[config.mk]
export PLATFORM = sky130hd
export DESIGN_NAME = stack_ptr_unit
export DESIGN_NICKNAME = d
export VERILOG_FILES = /design/src/rtl/spu_pkg.sv /design/src/rtl/spu_window_math.sv /design/src/rtl/spu_frame_order.sv /design/src/rtl/stack_ptr_unit.sv
export SDC_FILE = /design/constraint.sdc
export NUM_CORES = 1
export LEC_CHECK = 0
export ABC_AREA = 1
export BUFFER_PORTS_ARGS = -buffer_cell sky130_fd_sc_hd__buf_2
export CAP_MARGIN = 20
export CELL_PAD_IN_SITES_DETAIL_PLACEMENT = 1
export CELL_PAD_IN_SITES_GLOBAL_PLACEMENT = 2
export CORE_ASPECT_RATIO = 1.2
export CORE_MARGIN = 1.5
export CORE_UTILIZATION = 23
export CTS_BUF_LIST = sky130_fd_sc_hd__clkbuf_4 sky130_fd_sc_hd__clkbuf_8
export DETAILED_ROUTE_END_ITERATION = 12
export PLACE_DENSITY_LB_ADDON = 0.25
export SLEW_MARGIN = 20
export SYNTH_ARGS = -nofsm -noshare
export SYNTH_HDL_FRONTEND = slang
export SYNTH_SLANG_ARGS = --single-unit
[constraint.sdc]
create_clock -name clk -period 1.8 [get_ports clk]
set_input_delay 0.18 -clock clk [delete_from_list [all_inputs] [get_ports clk]]
set_output_delay 0.18 -clock clk [all_outputs]
set_load 0.03 [all_outputs]
[src/rtl/spu_pkg.sv]
package spu_pkg;

    typedef enum logic [3:0] {
        OP_NONE     = 4'd0,
        OP_PUSH     = 4'd1,
        OP_POP      = 4'd2,
        OP_CALL     = 4'd3,
        OP_RET      = 4'd4,
        OP_INTR     = 4'd5,
        OP_IRET     = 4'd6,
        OP_RESET_SP = 4'd7,
        OP_LOAD_LO  = 4'd8
    } spu_op_e;

    typedef enum logic [1:0] {
        FR_ONE  = 2'd0,
        FR_CALL = 2'd1,
        FR_INTR = 2'd2
    } frame_e;

    typedef enum logic [2:0] {
        SEL_OPND = 3'd0,
        SEL_PCL  = 3'd1,
        SEL_PCH  = 3'd2,
        SEL_X    = 3'd3,
        SEL_A    = 3'd4,
        SEL_CC   = 3'd5
    } sel_e;

    localparam int MAX_FRAME = 5;
    localparam int IDX_W     = $clog2(MAX_FRAME);

    // Index of the final byte of each frame kind.
    function automatic logic [IDX_W-1:0] frame_last_idx(frame_e kind);
        case (kind)
            FR_CALL: frame_last_idx = IDX_W'(1);
            FR_INTR: frame_last_idx = IDX_W'(MAX_FRAME - 1);
            default: frame_last_idx = '0;
        endcase
    endfunction

endpackage

[src/rtl/spu_window_math.sv]
module spu_window_math #(
    parameter int SP_W   = 16,
    parameter int PAGE_W = 8,
    parameter int WIN_W  = 6
) (
    input  logic [WIN_W-1:0] win,
    output logic [WIN_W-1:0] win_inc,
    output logic [WIN_W-1:0] win_dec,
    output logic [SP_W-1:0]  addr_cur,
    output logic [SP_W-1:0]  addr_inc
);
    localparam int FORCE_W = PAGE_W - WIN_W;
    localparam int ZERO_W  = SP_W - PAGE_W;

    function automatic logic [SP_W-1:0] compose(logic [WIN_W-1:0] w);
        compose = {{ZERO_W{1'b0}}, {FORCE_W{1'b1}}, w};
    endfunction

    // Modulo arithmetic on the window bits gives the silent wrap.
    always_comb begin
        win_inc  = win + WIN_W'(1);
        win_dec  = win - WIN_W'(1);
        addr_cur = compose(win);
        addr_inc = compose(win_inc);
    end
endmodule

[src/rtl/spu_frame_order.sv]
module spu_frame_order
    import spu_pkg::*;
(
    input  frame_e           kind,
    input  logic             is_pop,
    input  logic [IDX_W-1:0] idx,
    output sel_e             sel,
    output logic             last
);
    logic [IDX_W-1:0] span;
    logic [IDX_W-1:0] pos;

    // A pop walks the push order backwards.
    always_comb begin
        span = frame_last_idx(kind);
        last = (idx == span);
        pos  = is_pop ? (span - idx) : idx;
        sel  = SEL_OPND;
        case (kind)
            FR_CALL: sel = (pos == '0) ? SEL_PCL : SEL_PCH;
            FR_INTR: begin
                case (pos)
                    IDX_W'(0): sel = SEL_PCL;
                    IDX_W'(1): sel = SEL_PCH;
                    IDX_W'(2): sel = SEL_X;
                    IDX_W'(3): sel = SEL_A;
                    default:   sel = SEL_CC;
                endcase
            end
            default: sel = SEL_OPND;
        endcase
    end
endmodule

[src/rtl/stack_ptr_unit.sv]
module stack_ptr_unit
    import spu_pkg::*;
#(
    parameter int SP_W   = 16,
    parameter int PAGE_W = 8,
    parameter int WIN_W  = 6
) (
    input  logic             clk,
    input  logic             rst_n,
    input  logic [3:0]       op,
    input  logic [WIN_W-1:0] sp_load_val,
    output logic [SP_W-1:0]  sp,
    output logic             busy,
    output logic             mem_we,
    output logic             mem_re,
    output logic [SP_W-1:0]  mem_addr,
    output logic [2:0]       data_sel
);
    typedef struct packed {
        logic [WIN_W-1:0] win;
        logic             active;
        logic             is_pop;
        frame_e           kind;
        logic [IDX_W-1:0] idx;
    } state_t;

    state_t s_d, s_q;

    logic [WIN_W-1:0] win_inc, win_dec;
    logic [SP_W-1:0]  addr_cur, addr_inc;
    sel_e             step_sel;
    logic             step_last;
    spu_op_e          op_e;

    spu_window_math #(.SP_W(SP_W), .PAGE_W(PAGE_W), .WIN_W(WIN_W)) u_math (
        .win      (s_q.win),
        .win_inc  (win_inc),
        .win_dec  (win_dec),
        .addr_cur (addr_cur),
        .addr_inc (addr_inc)
    );

    spu_frame_order u_order (
        .kind   (s_q.kind),
        .is_pop (s_q.is_pop),
        .idx    (s_q.idx),
        .sel    (step_sel),
        .last   (step_last)
    );

    assign op_e = spu_op_e'(op);

    always_comb begin
        s_d = s_q;
        if (s_q.active) begin
            // One byte per clock; new commands are not looked at.
            s_d.win = s_q.is_pop ? win_inc : win_dec;
            if (step_last) begin
                s_d.active = 1'b0;
                s_d.idx    = '0;
            end else begin
                s_d.idx = s_q.idx + IDX_W'(1);
            end
        end else begin
            s_d.idx = '0;
            case (op_e)
                OP_PUSH: begin s_d.active = 1'b1; s_d.is_pop = 1'b0; s_d.kind = FR_ONE;  end
                OP_POP:  begin s_d.active = 1'b1; s_d.is_pop = 1'b1; s_d.kind = FR_ONE;  end
                OP_CALL: begin s_d.active = 1'b1; s_d.is_pop = 1'b0; s_d.kind = FR_CALL; end
                OP_RET:  begin s_d.active = 1'b1; s_d.is_pop = 1'b1; s_d.kind = FR_CALL; end
                OP_INTR: begin s_d.active = 1'b1; s_d.is_pop = 1'b0; s_d.kind = FR_INTR; end
                OP_IRET: begin s_d.active = 1'b1; s_d.is_pop = 1'b1; s_d.kind = FR_INTR; end
                OP_RESET_SP: s_d.win = '1;
                OP_LOAD_LO:  s_d.win = sp_load_val;
                default: ;
            endcase
        end
    end

    always_ff @(posedge clk) begin
        if (!rst_n) begin
            s_q.win    <= '1;
            s_q.active <= 1'b0;
            s_q.is_pop <= 1'b0;
            s_q.kind   <= FR_ONE;
            s_q.idx    <= '0;
        end else begin
            s_q <= s_d;
        end
    end

    always_comb begin
        sp       = addr_cur;
        busy     = s_q.active;
        mem_we   = s_q.active & ~s_q.is_pop;
        mem_re   = s_q.active &  s_q.is_pop;
        mem_addr = s_q.is_pop ? addr_inc : addr_cur;
        data_sel = s_q.active ? 3'(step_sel) : 3'(SEL_OPND);
    end
endmodule

After elaboration in Yosys (flattened, before gate mapping):

Index checks and enable logic that the tools add are counted.

* flip-flop bits (word level): 13
* input port bits: 12
* output and inout port bits: 38
* word-level logic and storage cells: 45

* $add $sub $neg: 4
* equal/unequal tests: 14
* muxes and demuxes: 12
* bitwise logic cells: 5
* reduce and logical (&&, ||, !) cells: 5

Operators by type and width (number)
* $pmux W4 S6: 1
* $eq A4 B3 Y1 const B: 4
* $mux W6: 2
* $pmux W3 S2: 2
* $pmux W3 S4: 1
* $pmux W6 S2: 1
* $eq A4 B2 Y1 const B: 2
* $mux W7: 1
* $add A6 B1 Y6 const B: 1
* $eq A3 B2 Y1 const B: 2
* $mux W3: 2
* $reduce_bool A6 Y1: 1
* $sub A6 B1 Y6 const B: 1
* $eq A4 B1 Y1 const B: 1
* $eq A4 B4 Y1 const B: 1
* $add A3 B1 Y3 const B: 1
* $eq A3 B1 Y1 const B: 1
* $eq A3 B3 Y1: 1
* $logic_not A3 Y1: 1
* $not A1 Y1: 3
* $reduce_bool A3 Y1: 1
* $reduce_or A3 Y1: 1
* $sub A3 B3 Y3: 1
* $and A1 B1 Y1: 2
* other kinds (5): 5

Longest topological paths before layout:

Gate-level depths: netlist (run 1).

* depth after elaboration: 8
* gate-level depth with buffers: 13
* depth with buffers taken out: 13

Cells and area by module:

A second synthesis (run 1) with hierarchy kept.

* cell total of the unflattened synthesis: 303
* area total of the unflattened synthesis: 1761.7 sq um

Modules (own cells, without submodules)
* stack_ptr_unit: instances 1, cells each 183, area an instance 1058.5 sq um, sequential area each 260.2 sq um
* spu_window_math: instances 1, cells each 71, area an instance 444.2 sq um, sequential area each 0.0 sq um
* spu_frame_order: instances 1, cells each 49, area an instance 259.0 sq um, sequential area each 0.0 sq um

Worst setup path after synthesis (run 1):

Ideal clock, no wire load.

* kind: register to output
* start point: reg, netlist name s_q[4]
* end point: out data_sel[0]
* arrival: 1.646 ns
* data required time: 1.620 ns
* slack: -0.026 ns
* cell stages (with the launch flop): 12
* path buffers: 0
* cell sequence: dfxtp_1 > inv_1 > ha_1 > inv_1 > ha_1 > inv_1 > ha_1 > nand2_1 > o21ai_0 > nor2_1 > nand3_1 > nand2_1

* longest elaborated chain between the ends: 8
* elaborated cells between the ends (all ways): 13

RTL lines
* $eq A2 B2 Y1 / $eq A2 B1 Y1 (equally long branches): line spu_pkg.sv:35, spu_frame_order.sv:19
* $pmux W3 S2: line spu_pkg.sv:35 `case (kind)`
* $sub A3 B3 Y3: line spu_frame_order.sv:17 `pos = is_pop ? (span - idx) : idx;`
* $mux W3: line spu_frame_order.sv:17
* $eq A3 B2 Y1 (tied with other cells): line spu_frame_order.sv:22 `case (pos)`
* $pmux W3 S4 / $mux W2 (equally long branches): line spu_frame_order.sv:22, spu_frame_order.sv:20
* $pmux W3 S2 *: line spu_frame_order.sv:19 `case (kind)`
* $mux W3 *: line stack_ptr_unit.sv:98 `data_sel = s_q.active ? 3'(step_sel) : 3'(SEL_OPND);`
* to (decl): line stack_ptr_unit.sv:17 `output logic [2:0] data_sel`

Mark *: on every way between the ends. The rest lies on a longest branch, timed or not.

Worst setup path in the final report (run 1):

* start point: reg, netlist name s_q[4]
* end point: out data_sel[1]

* longest elaborated chain between the ends: 8
* elaborated cells between the ends (all ways): 13

RTL lines (line)
* $eq A2 B2 Y1 / $eq A2 B1 Y1 (equally long branches): spu_pkg.sv:35, spu_frame_order.sv:19
* $pmux W3 S2: spu_pkg.sv:35
* $sub A3 B3 Y3: spu_frame_order.sv:17
* $mux W3: spu_frame_order.sv:17
* $eq A3 B2 Y1 (tied with other cells): spu_frame_order.sv:22
* $pmux W3 S4 / $mux W2 (equally long branches): spu_frame_order.sv:22, spu_frame_order.sv:20
* $pmux W3 S2 *: spu_frame_order.sv:19
* $mux W3 *: stack_ptr_unit.sv:98

Marked as above.

==> results by group, run 1 <==
Logic synthesis
  – Main synth FF type: dfxtp_1
  – Register bit total from synthesis: 13
  – Most frequent cell after synthesis: nand2_1
  – Number of synthesized flops with an enable pin: 0
  – Ys async rst share: 0%
  – Sequential area share after synthesis: a little under a fifth
  – Synth area leader: dfxtp_1
  – Syn Inst Count: 220
  – Mapped Avg Cell Area: around 6.2 µm²
  – Top cell type's share of synthesized area: a little under a fifth
  – Top post-synthesis cells by count: 40 x nand2_1, 32 x inv_1, 31 x nand3_1
  – Post-synthesis cell type count: 25
  – Synth top area cells: dfxtp_1 19%, buf_4 15%, nand3_1 11%
  – YS warnings: 0
  – Mapped cell area: between 0.001 and 0.0015 mm²

Die
  – Site Rows: 30
  – Die area: between 0.006 and 0.007 mm²
  – IO Pins: 50
  – Die Y: 87.66 µm
  – Die Wd: approximately 74 µm
  – Total core area: 0.005705 mm²
  – Initial Util: 24.08%

Route
  – Avg WL per Cell: 11.25 µm
  – Vias: 1392
  – Initial DRC count: 27
  – # DRC: 0
  – Routed Antenna Nets: 0
  – Avg Vias per Cell: approximately 4.2
  – Detailed Route WL: about 3800 µm
  – TritonRoute pass-1 iters: 4

Global route
  – Number of global-route vias before repair: about 1400
  – First-pass GRT wire length: ~6200 µm
  – Largest net degree at the start of global routing: 14
  – Initial antenna violation count: 0
  – Gr ovfl total: 0
  – GRT Util Overall: roughly an eighth

CTS
  – Clk_lat worst skew: roughly 250 ps
  – Clock H-tree levels: 1
  – Clock slew at reported path FFs: ~60 ps
  – Hold-fix buffers, CTS: 0
  – Bufs on Longest Clock Path: 2
  – CTS tree: yes
  – CTS root buf: clkbuf_8
  – CTS Buf Count: 3
  – CTS sink count: 13

Power
  – LEAKAGE: just under 0.0009 µW
  – Pwr Total: 1131 µW
  – Power Dens Cells: between 600 and 700 mW/mm²
  – VDD IR-drop max: 0.2256 mV

Setup path
  – WP data arrival: around 1800 ps
  – Setup crit end kind: output port
  – CP max FO: 3
  – Critical path class: flip-flop to output port
  – Startpoint types: flip-flop
  – Worst EP required: approximately 1600 ps

Cells and area
  – Final Core Density: between 30 and 40%
  – Final antenna diode count: 0
  – Post-route cell area: about 0.0017 mm²
  – Fillcell total: 771
  – Fin nets: 277
  – Share of layout cells above drive strength 1: between 30% and 40%
  – Layout area overhead: 24.86%

STA
  – Fin crit share: 110.5%
  – Layout Skew: ~4.4 ps
  – Final Worst Setup Slack: -189.1 ps
  – Setup Viol. Count Final: 3
  – RSZ-0062 raised after global routing: yes
  – Max Clock Freq: roughly 0.5 GHz
  – Max-slew violations: 0
  – Final hold vios: 0
  – Min cycle time layout: between 1500 and 2000 ps

Min path
  – Worst Hold Class: input port to flip-flop

Placed design
  – Placer congestion estimate: 0.7598
  – Cell Area, Placed: around 0.0015 mm²
  – DPL Wire Length: 2917 µm
  – I/O Buffers: 29
  – Pre-CTS setup slack: -173.0 ps

Flow run
  – Max-cap violations: 0

Status
  – Status: finished, violations left
  – Failing checks: setup timing
-- critical path, stage by stage (launching register included) --
cell and delay, ps:
dfxtp_2 330, inv_2 50, ha_4 150, inv_4 50, ha_4 120, inv_2 40
ha_4 220, nand2_2 60, o21ai_2 60, nor2_2 150, nor2_1 50, nand3_1 90
nand2_2 60, buf_6 130
-- report_power, final --
group / internal [µW] / total, µW / switching (µW)
clock: 172 / 290 / 118
sequential: 313 / 353 / 39.6
combinational: 155 / 488 / 333
total: 640 / 1130 / 491
-- cell usage in the layout, fill, tap and decap left out --
cell type  instances
conb_1            20
inv_4              1
buf_6              3
o21bai_1           1
nor3_1             2
ha_1               5
o21ai_2            2
a21oi_1            5
nand2_2            5
nor2_1            19
nand2_1           36
clkbuf_8           3
o22ai_1            1
or2_1              1
xnor2_1            1
ha_4               4
nor2_4             1
inv_2              5
buf_2             25
dfxtp_1            7
nand4_1            2
inv_1             28
ha_2               1
dfxtp_2            6
nor2_2             6
nand3_2            2
o21ai_0           13
buf_4             14
xnor2_2            1
o211ai_1           2
clkbuf_4           1
nand3_1           31
-- final timing paths --
check,start,end,slack (ps),cells past startpoint
worst min register to register,s_q[1],s_q[1],590,3
worst max register to register,s_q[3],busy,430,8
worst min-delay path,rst_n,s_q[7],220,2
worst max-delay path,s_q[4],data_sel[1],-190,13
-- sequential cells by signal, indices dropped and copies added, names as in the netlist --
register  flops
s_q          12
busy          1
-- metrics by stage --
stage                     TNS, ps  cells  hold WS, ps
after floorplan                 0    238        278.6
after global placement     -261.1    327        461.6
after detailed placement   -372.6    327        469.8
after CTS                  -626.1    333        212.5
after global routing       -795.9    334        221.3
final                      -471.2    334        220.0
-- area by class of cell --
cell class	count	area, µm²	share of cell area [%]
clock buffer	4	48.80	2.845
inverter	34	130.1	7.586
multi-input combinational	161	904.6	52.74
sequential	13	267.8	15.61
tap	80	100.1	5.835
timing repair buffer	42	264.0	15.39
-- cell families (layout without fill, tap and decap cells) --
kind of cell    count (synthesis)  after routing  synth area share [%]
simple gates                  105            105                 34.79
buf+inv                        64             80                 25.68
compound gates                 24             24                 9.654
flops                          13             13                 18.94
fa+ha+maj                      10             10                 9.107
other cells                     2             20                0.5467
xor+xnor                        2              2                 1.275
-- repair_timing --
item | 4_1_cts | 5_1_grt
pin swaps | 8 | 4
setup endpoints to repair | 3 | 6
setup buffers | 2 | 1
resized for setup | 20 | 12
gates cloned | 0 | 0
-- routing by layer --
metal / GRT usage (%) / wire length (µm) / up-vias
met5: 0 / 0 / -
met4: 3.030 / 34 / 0
met3: 1.036 / 163 / 2
met2: 21.54 / 1811 / 38
met1: 15.89 / 1750 / 635
li1: - / - / 717
Note: power is estimated with default switching activity, not from simulation.
==> run 2, diff against run 1 <==
ABC_AREA = unset   (was 1)
CORE_UTILIZATION = 25   (was 23)
SLEW_MARGIN = unset   (was 20)
==> results by group, run 2 <==
Status
  – Status: finished, violations left (unchanged)
  – Failing checks: setup timing (unchanged)

Cells and area
  – Leading cell type in the layout, fill and taps excluded: buf_2 (was nand2_1)
  – Final antenna diode count: 0 (unchanged)
  – Seq. cell area: 265.3 µm² (was 267.8 µm²)
  – Fin nets: 217 (was 277)
  – Fillcell total: 635 (was 771)
  – Final Non-Filler Cells: 254 (was 334)
  – Layout area overhead: 24.98% (was 24.86%)
  – Commonest non-fill, non-tap cells in the layout: 25 x buf_2, 20 x conb_1, 15 x buf_4 (was 36 x nand2_1, 31 x nand3_1, 28 x inv_1)
  – Largest Register: s_q (unchanged)
  – Max reg flops: 12 (unchanged)
  – Share of layout cells above drive strength 1: 36.60% (was 31.50%)
  – Multi-input logic area: 948.4 µm² (was 904.6 µm²)

Die
  – Die Wd: 69.65 µm (was 73.55 µm)
  – Die area: 0.005779 mm² (was 0.006447 mm²)
  – Total core area: 0.005045 mm² (was 0.005705 mm²)
  – IO Pins: 50 (unchanged)
  – Site Rows: 28 (was 30)
  – Die Y: 82.98 µm (was 87.66 µm)
  – Initial Util: 26.41% (was 24.08%)

STA
  – Final Worst Setup Slack: -499.0 ps (was -189.1 ps)
  – Final hold vios: 0 (unchanged)
  – Layout Skew: 2.325 ps (was 4.402 ps)
  – Fin crit share: 127.7% (was 110.5%)
  – Relative max-transition margin: between 60 and 70%
  – TNS Setup: -1374 ps (was -471.2 ps)
  – Min cycle time layout: 2299 ps (was 1989 ps)
  – Pin slew with the least headroom to its limit: between 500 and 600 ps
  – Max-slew violations: 0 (unchanged)
  – Setup Viol. Count Final: 3 (unchanged)
  – Max Clock Freq: 0.4350 GHz (was 0.5027 GHz)
  – Min Hold Slack: 225.7 ps (was 220.0 ps)
  – RSZ-0062 raised after global routing: yes (unchanged)

Setup path
  – Setup crit end kind: output port (unchanged)
  – CP max FO: 2 (was 3)
  – WP data arrival: 2120 ps (was 1810 ps)
  – Worst EP required: 1620 ps (about the same)
  – Critical path class: flip-flop to output port (unchanged)
  – Startpoint types: flip-flop (unchanged)

CTS
  – Clock H-tree levels: 1 (unchanged)
  – Clk_lat worst skew: 240 ps (was 250 ps)
  – CTS tree: yes (unchanged)
  – Bufs on Longest Clock Path: 2 (unchanged)
  – CTS sink count: 13 (unchanged)
  – Clock slew at reported path FFs: 60 ps (about the same)
  – CTS root buf: clkbuf_8 (unchanged)
  – CTS Buf Count: 3 (unchanged)

Placed design
  – I/O Buffers: 29 (unchanged)
  – DPL Wire Length: 2783 µm (was 2917 µm)
  – Placer congestion estimate: 0.7460 (was 0.7598)
  – Cells after DPL: 249 (was 327)

Global route
  – Gr ovfl total: 0 (unchanged)
  – GRT Util Overall: 12.31% (was 12.22%)
  – Number of global-route vias before repair: 1263 (was 1370)
  – Largest net degree at the start of global routing: 17 (was 14)
  – First-pass GRT wire length: 5968 µm (was 6237 µm)
  – Initial antenna violation count: 0 (unchanged)

Logic synthesis
  – Most frequent cell after synthesis: buf_4 (was nand2_1)
  – Synth top area cells: dfxtp_1 20%, buf_4 15%, ha_1 9.4% (was dfxtp_1 19%, buf_4 15%, nand3_1 11%)
  – Ys async rst share: 0% (unchanged)
  – Main synth FF type: dfxtp_1 (unchanged)
  – Mapped Avg Cell Area: 8.225 µm² (was 6.245 µm²)
  – Top cell type's share of synthesized area: 19.53% (was 18.94%)
  – Synth area leader: dfxtp_1 (unchanged)
  – Mapped cell area: 0.001333 mm² (was 0.001374 mm²)
  – Syn Inst Count: 162 (was 220)
  – YS warnings: 0 (unchanged)
  – Register bit total from synthesis: 13 (unchanged)
  – Number of synthesized flops with an enable pin: 0 (unchanged)
  – Post-synthesis cell type count: 48 (was 25)
  – Top post-synthesis cells by count: 26 x buf_4, 13 x dfxtp_1, 11 x nand2_1 (was 40 x nand2_1, 32 x inv_1, 31 x nand3_1)
  – Sequential area share after synthesis: 19.53% (was 18.94%)

Route
  – Vias: 1189 (was 1392)
  – Avg Vias per Cell: 4.681 (was 4.168)
  – Initial DRC count: 47 (was 27)
  – Routed Antenna Nets: 0 (unchanged)
  – # DRC: 0 (unchanged)
  – Detailed Route WL: 3423 µm (was 3758 µm)
  – Avg WL per Cell: 13.48 µm (was 11.25 µm)
  – TritonRoute pass-1 iters: 4 (unchanged)

Power
  – Power Internal: 612.4 µW (was 639.8 µW)
  – VDD IR-drop max: 0.2181 mV (was 0.2256 mV)
  – Sw power: 424.6 µW (was 491.2 µW)
  – LEAKAGE: 0.0007736 µW (was 0.0008785 µW)
  – Clk network pwr share: 25.4% (was 25.6%)
  – Logic pwr share: 41.4% (was 43.2%)
  – Power Dens Cells: 622.7 mW/mm² (was 659.3 mW/mm²)
  – Sw Ratio: 40.94% (was 43.43%)
  – Pwr Total: 1037 µW (was 1131 µW)
  – Sequential power share: 33.3% (was 31.2%)

Min path
  – Worst Hold Class: input port to flip-flop (unchanged)

Flow run
  – Max-cap violations: 0 (unchanged)
## run 2: worst paths after layout
| kind | start | to | slack [ps] | cells past startpoint |
|---|---|---|---|---|
| worst max-delay path | s_q[4] | data_sel[1] | -500 | 11 |
| worst min-delay path | rst_n | s_q[8] | 230 | 2 |
| worst max register to register | s_q[7] | s_q[11] | 170 | 6 |
| worst min register to register | s_q[12] | s_q[12] | 570 | 1 |
## run 2: timing repair
action                                  in CTS  in global routing
setup buffers                                3                  0
endpoints found under the setup margin       3                  7
gates resized for setup                     11                  3
pin swaps                                    5                  5
hold buffers                                 0                  0
## run 2: power groups by stage
stage	registers [µW]	logic, µW	clock network [µW]
3_5_place_dp	350	423	0
3_3_place_gp	349	415	0
5_1_grt	350	467	285
4_1_cts	345	430	273
2_1_floorplan	335	377	0
6_report	345	429	263
## run 2: kinds of logic after synthesis
group                    Yosys count  share of synthesized area, %
adder cells (fa/ha/maj)           10                         9.390
other                              2                        0.5636
XOR/XNOR                           8                         5.258
multiplexers                       2                         1.502
buffers and inverters             45                         22.07
flip-flops                        13                         19.53
AND/OR/NAND/NOR                   46                         21.13
AO/OA/AOI/OAI                     36                         20.56
## run 2: cell type report
cell class | instances | share of cell area [%]
sequential | 13 | 15.93
timing repair buffer | 45 | 17.43
clock buffer | 3 | 2.479
tap | 60 | 4.508
inverter | 10 | 2.404
clock inverter | 1 | 0.3005
multi-input combinational | 122 | 56.95
## run 2: worst max-delay path, stage by stage (launching register included)
cell      delay, ps
dfxtp_2         320
inv_2            60
ha_4            140
inv_4            40
ha_4            140
inv_2            60
ha_4            190
mux2i_2         160
a211o_1         150
nand4b_1        170
a221oi_4        300
buf_6           160
## run 2: through the flow
stage	utilization [%]	area (µm²)	worst slack (ps)
after CTS	33.04	1667	-527.0
after floorplan	-	1489	-279.6
after global placement	31.03	1565	-258.7
after detailed placement	31.03	1565	-385.3
final	33.01	1665	-499.0
after global routing	33.01	1665	-614.4
## run 2: per-layer routing
layer  global-route usage (%)  vias to the layer above  wire (µm)
li1                         -                      586          -
met2                    21.77                       34       1779
met3                    1.820                        2        127
met5                        0                        -          0
met1                    15.77                      567       1502
met4                    2.622                        0         14
==> run 3, diff against run 2 <==
--- a/config.mk
+++ b/config.mk
@@ -17,2 +17,3 @@
 export PLACE_DENSITY_LB_ADDON = 0.25
+export SLEW_MARGIN = 10
 export SYNTH_ARGS = -nofsm -noshare
--- a/constraint.sdc
+++ b/constraint.sdc
@@ -3,2 +3,2 @@
 set_output_delay 0.18 -clock clk [all_outputs]
-set_load 0.03 [all_outputs]
+set_load 0.005 [all_outputs]
==> results by group, run 3 (synthesis results as in run 2) <==
STA
  – RSZ-0062 raised after global routing: yes (unchanged)
  – Relative max-transition margin: 64.30% (was 65.60%)
  – Fin crit share: 126.1% (was 127.7%)
  – Layout Skew: 3.734 ps (was 2.325 ps)
  – Max Clock Freq: 0.4405 GHz (was 0.4350 GHz)
  – Setup Viol. Count Final: 3 (unchanged)
  – Max-slew violations: 0 (unchanged)
  – Pin slew with the least headroom to its limit: 534.8 ps (was 515.3 ps)
  – Min cycle time layout: 2270 ps (was 2299 ps)
  – Final Worst Setup Slack: -470.0 ps (was -499.0 ps)
  – Final hold vios: 0 (unchanged)

Setup path
  – Setup crit end kind: output port (unchanged)
  – Worst EP required: 1620 ps (about the same)
  – Critical path class: flip-flop to output port (unchanged)
  – Crit path max-delay cell type: dfxtp_2 (unchanged)
  – CP max FO: 3 (was 2)
  – Startpoint types: flip-flop (unchanged)
  – Critical path's largest stage delay: 330 ps (was 320 ps)
  – CP Cell Sequence: inv_2 > ha_4 > inv_4 > ha_4 > inv_2 > ha_4 > xnor2_2 > nand3b_1 > buf_4 > nand4b_1 > a221oi_2 > buf_2 (was inv_2 > ha_4 > inv_4 > ha_4 > inv_2 > ha_4 > mux2i_2 > a211o_1 > nand4b_1 > a221oi_4 > buf_6)
  – Crit path top cell by count: ha_4 (unchanged)
  – WP data arrival: 2090 ps (was 2120 ps)

Route
  – Routed Antenna Nets: 0 (unchanged)
  – Vias: 1163 (was 1189)
  – TritonRoute pass-1 iters: 4 (unchanged)
  – # DRC: 0 (unchanged)
  – Detailed Route WL: 3369 µm (was 3423 µm)
  – Avg Vias per Cell: 4.633 (was 4.681)
  – Avg WL per Cell: 13.42 µm (was 13.48 µm)
  – Initial DRC count: 24 (was 47)

Power
  – LEAKAGE: 0.0007303 µW (was 0.0007736 µW)
  – VDD IR-drop max: 0.1960 mV (was 0.2181 mV)
  – Pwr Total: 917.2 µW (was 1037 µW)
  – Power Dens Cells: 582.3 mW/mm² (was 622.7 mW/mm²)

Min path
  – Worst Hold Class: input port to flip-flop (unchanged)

Cells and area
  – Final antenna diode count: 0 (unchanged)
  – Final Core Density: 31.23% (was 33.01%)
  – Multi-input logic area: 904.6 µm² (was 948.4 µm²)
  – Largest Register: s_q (unchanged)
  – Max reg flops: 12 (unchanged)
  – Post-route cell area: 0.001575 mm² (was 0.001665 mm²)
  – Leading cell type in the layout, fill and taps excluded: buf_2 (unchanged)
  – Fin nets: 214 (was 217)
  – Layout area overhead: 18.22% (was 24.98%)
  – Seq. cell area: 264.0 µm² (was 265.3 µm²)
  – Fillcell total: 644 (was 635)
  – Share of layout cells above drive strength 1: 33.51% (was 36.60%)
  – Commonest non-fill, non-tap cells in the layout: 29 x buf_2, 20 x conb_1, 13 x buf_4 (was 25 x buf_2, 20 x conb_1, 15 x buf_4)

Global route
  – Initial antenna violation count: 0 (unchanged)
  – Number of global-route vias before repair: 1233 (was 1263)
  – First-pass GRT wire length: 5664 µm (was 5968 µm)
  – Largest net degree at the start of global routing: 17 (unchanged)
  – Gr ovfl total: 0 (unchanged)
  – GRT Util Overall: 11.69% (was 12.31%)

Placed design
  – DPL Wire Length: 2721 µm (was 2783 µm)
  – Pre-CTS setup slack: -234.5 ps (was -385.3 ps)
  – Placer congestion estimate: 0.8304 (was 0.7460)
  – I/O Buffers: 29 (unchanged)
  – Cell Area, Placed: 0.001509 mm² (was 0.001565 mm²)

Flow run
  – Max-cap violations: 0 (unchanged)

CTS
  – CTS root buf: clkbuf_8 (unchanged)
  – CTS Buf Count: 3 (unchanged)
  – CTS tree: yes (unchanged)
  – Clock slew at reported path FFs: 60 ps (about the same)
  – Bufs on Longest Clock Path: 2 (unchanged)
  – Hold-fix buffers, CTS: 0 (unchanged)
  – CTS sink count: 13 (unchanged)
  – Clk_lat worst skew: 240 ps (about the same)
  – Post-CTS Setup Inserts: 0 (was 3)
  – Clock H-tree levels: 1 (unchanged)

Die
  – Die Y: 82.98 µm (unchanged)
  – Initial Util: 26.41% (unchanged)
  – Site Rows: 28 (unchanged)
  – Die area: 0.005779 mm² (unchanged)
  – Total core area: 0.005045 mm² (unchanged)
  – IO Pins: 50 (unchanged)
  – Die Wd: 69.65 µm (unchanged)

Status
  – Status: finished, violations left (unchanged)
  – Failing checks: setup timing (unchanged)
==> run 3: critical path, delay by kind of cell, from the launching register on <==
family                   cells  cell delay, ps
buffers and inverters        5             420
adder cells (fa/ha/maj)      3             420
flip-flops                   1             330
AO/OA/AOI/OAI                1             270
AND/OR/NAND/NOR              2             260
XOR/XNOR                     1             140
==> run 3: path summary, 6_finish.rpt <==
| path | startpoint | to | slack, ps | cells past startpoint |
|---|---|---|---|---|
| max | s_q[4] | data_sel[1] | -470 | 12 |
| min | rst_n | s_q[7] | 230 | 2 |
| max reg2reg | s_q[7] | s_q[11] | 160 | 6 |
| min reg2reg | s_q[12] | s_q[12] | 570 | 1 |
==> run 3: what timing repair did <==
item / in CTS / in global routing
endpoints found under the setup margin: 3 / 4
gates resized for setup: 4 / 1
pin swaps: 0 / 0
==> run 3: per-layer routing <==
metal	vias up	part of all wire [%]	track usage [%]
met3	2	3.0	1.578
met1	552	45	13.87
met2	28	51	20.98
met4	0	1.1	4.720
met5	-	0	0
li1	581	-	-
==> run 3: cell type report <==
| cell class | count | share of cell area, % |
|---|---|---|
| Multi-Input combinational cell | 122 | 57.43 |
| Sequential cell | 13 | 16.76 |
| Timing Repair Buffer | 42 | 15.41 |
| Tap cell | 60 | 4.766 |
| Clock buffer | 4 | 3.098 |
| Inverter | 10 | 2.542 |
==> run 3: through the flow <==
| stage | hold slack [ps] | std cells | setup TNS (ps) |
|---|---|---|---|
| floorplan | 372.7 | 180 | 0 |
| global placement | 474.2 | 247 | -265.0 |
| detailed placement | 473.8 | 247 | -480.4 |
| CTS | 225.4 | 251 | -1165 |
| global route | 234.9 | 251 | -1507 |
| finish | 225.7 | 251 | -1178 |
==> run 3: where the power goes <==
part | leakage, µW | switching, µW | internal, µW | total, µW
combinational | 0.000597 | 146 | 146 | 292
clock | 0.0000262 | 106 | 171 | 278
sequential | 0.000108 | 39.7 | 308 | 348
total | 0.000730 | 292 | 625 | 917
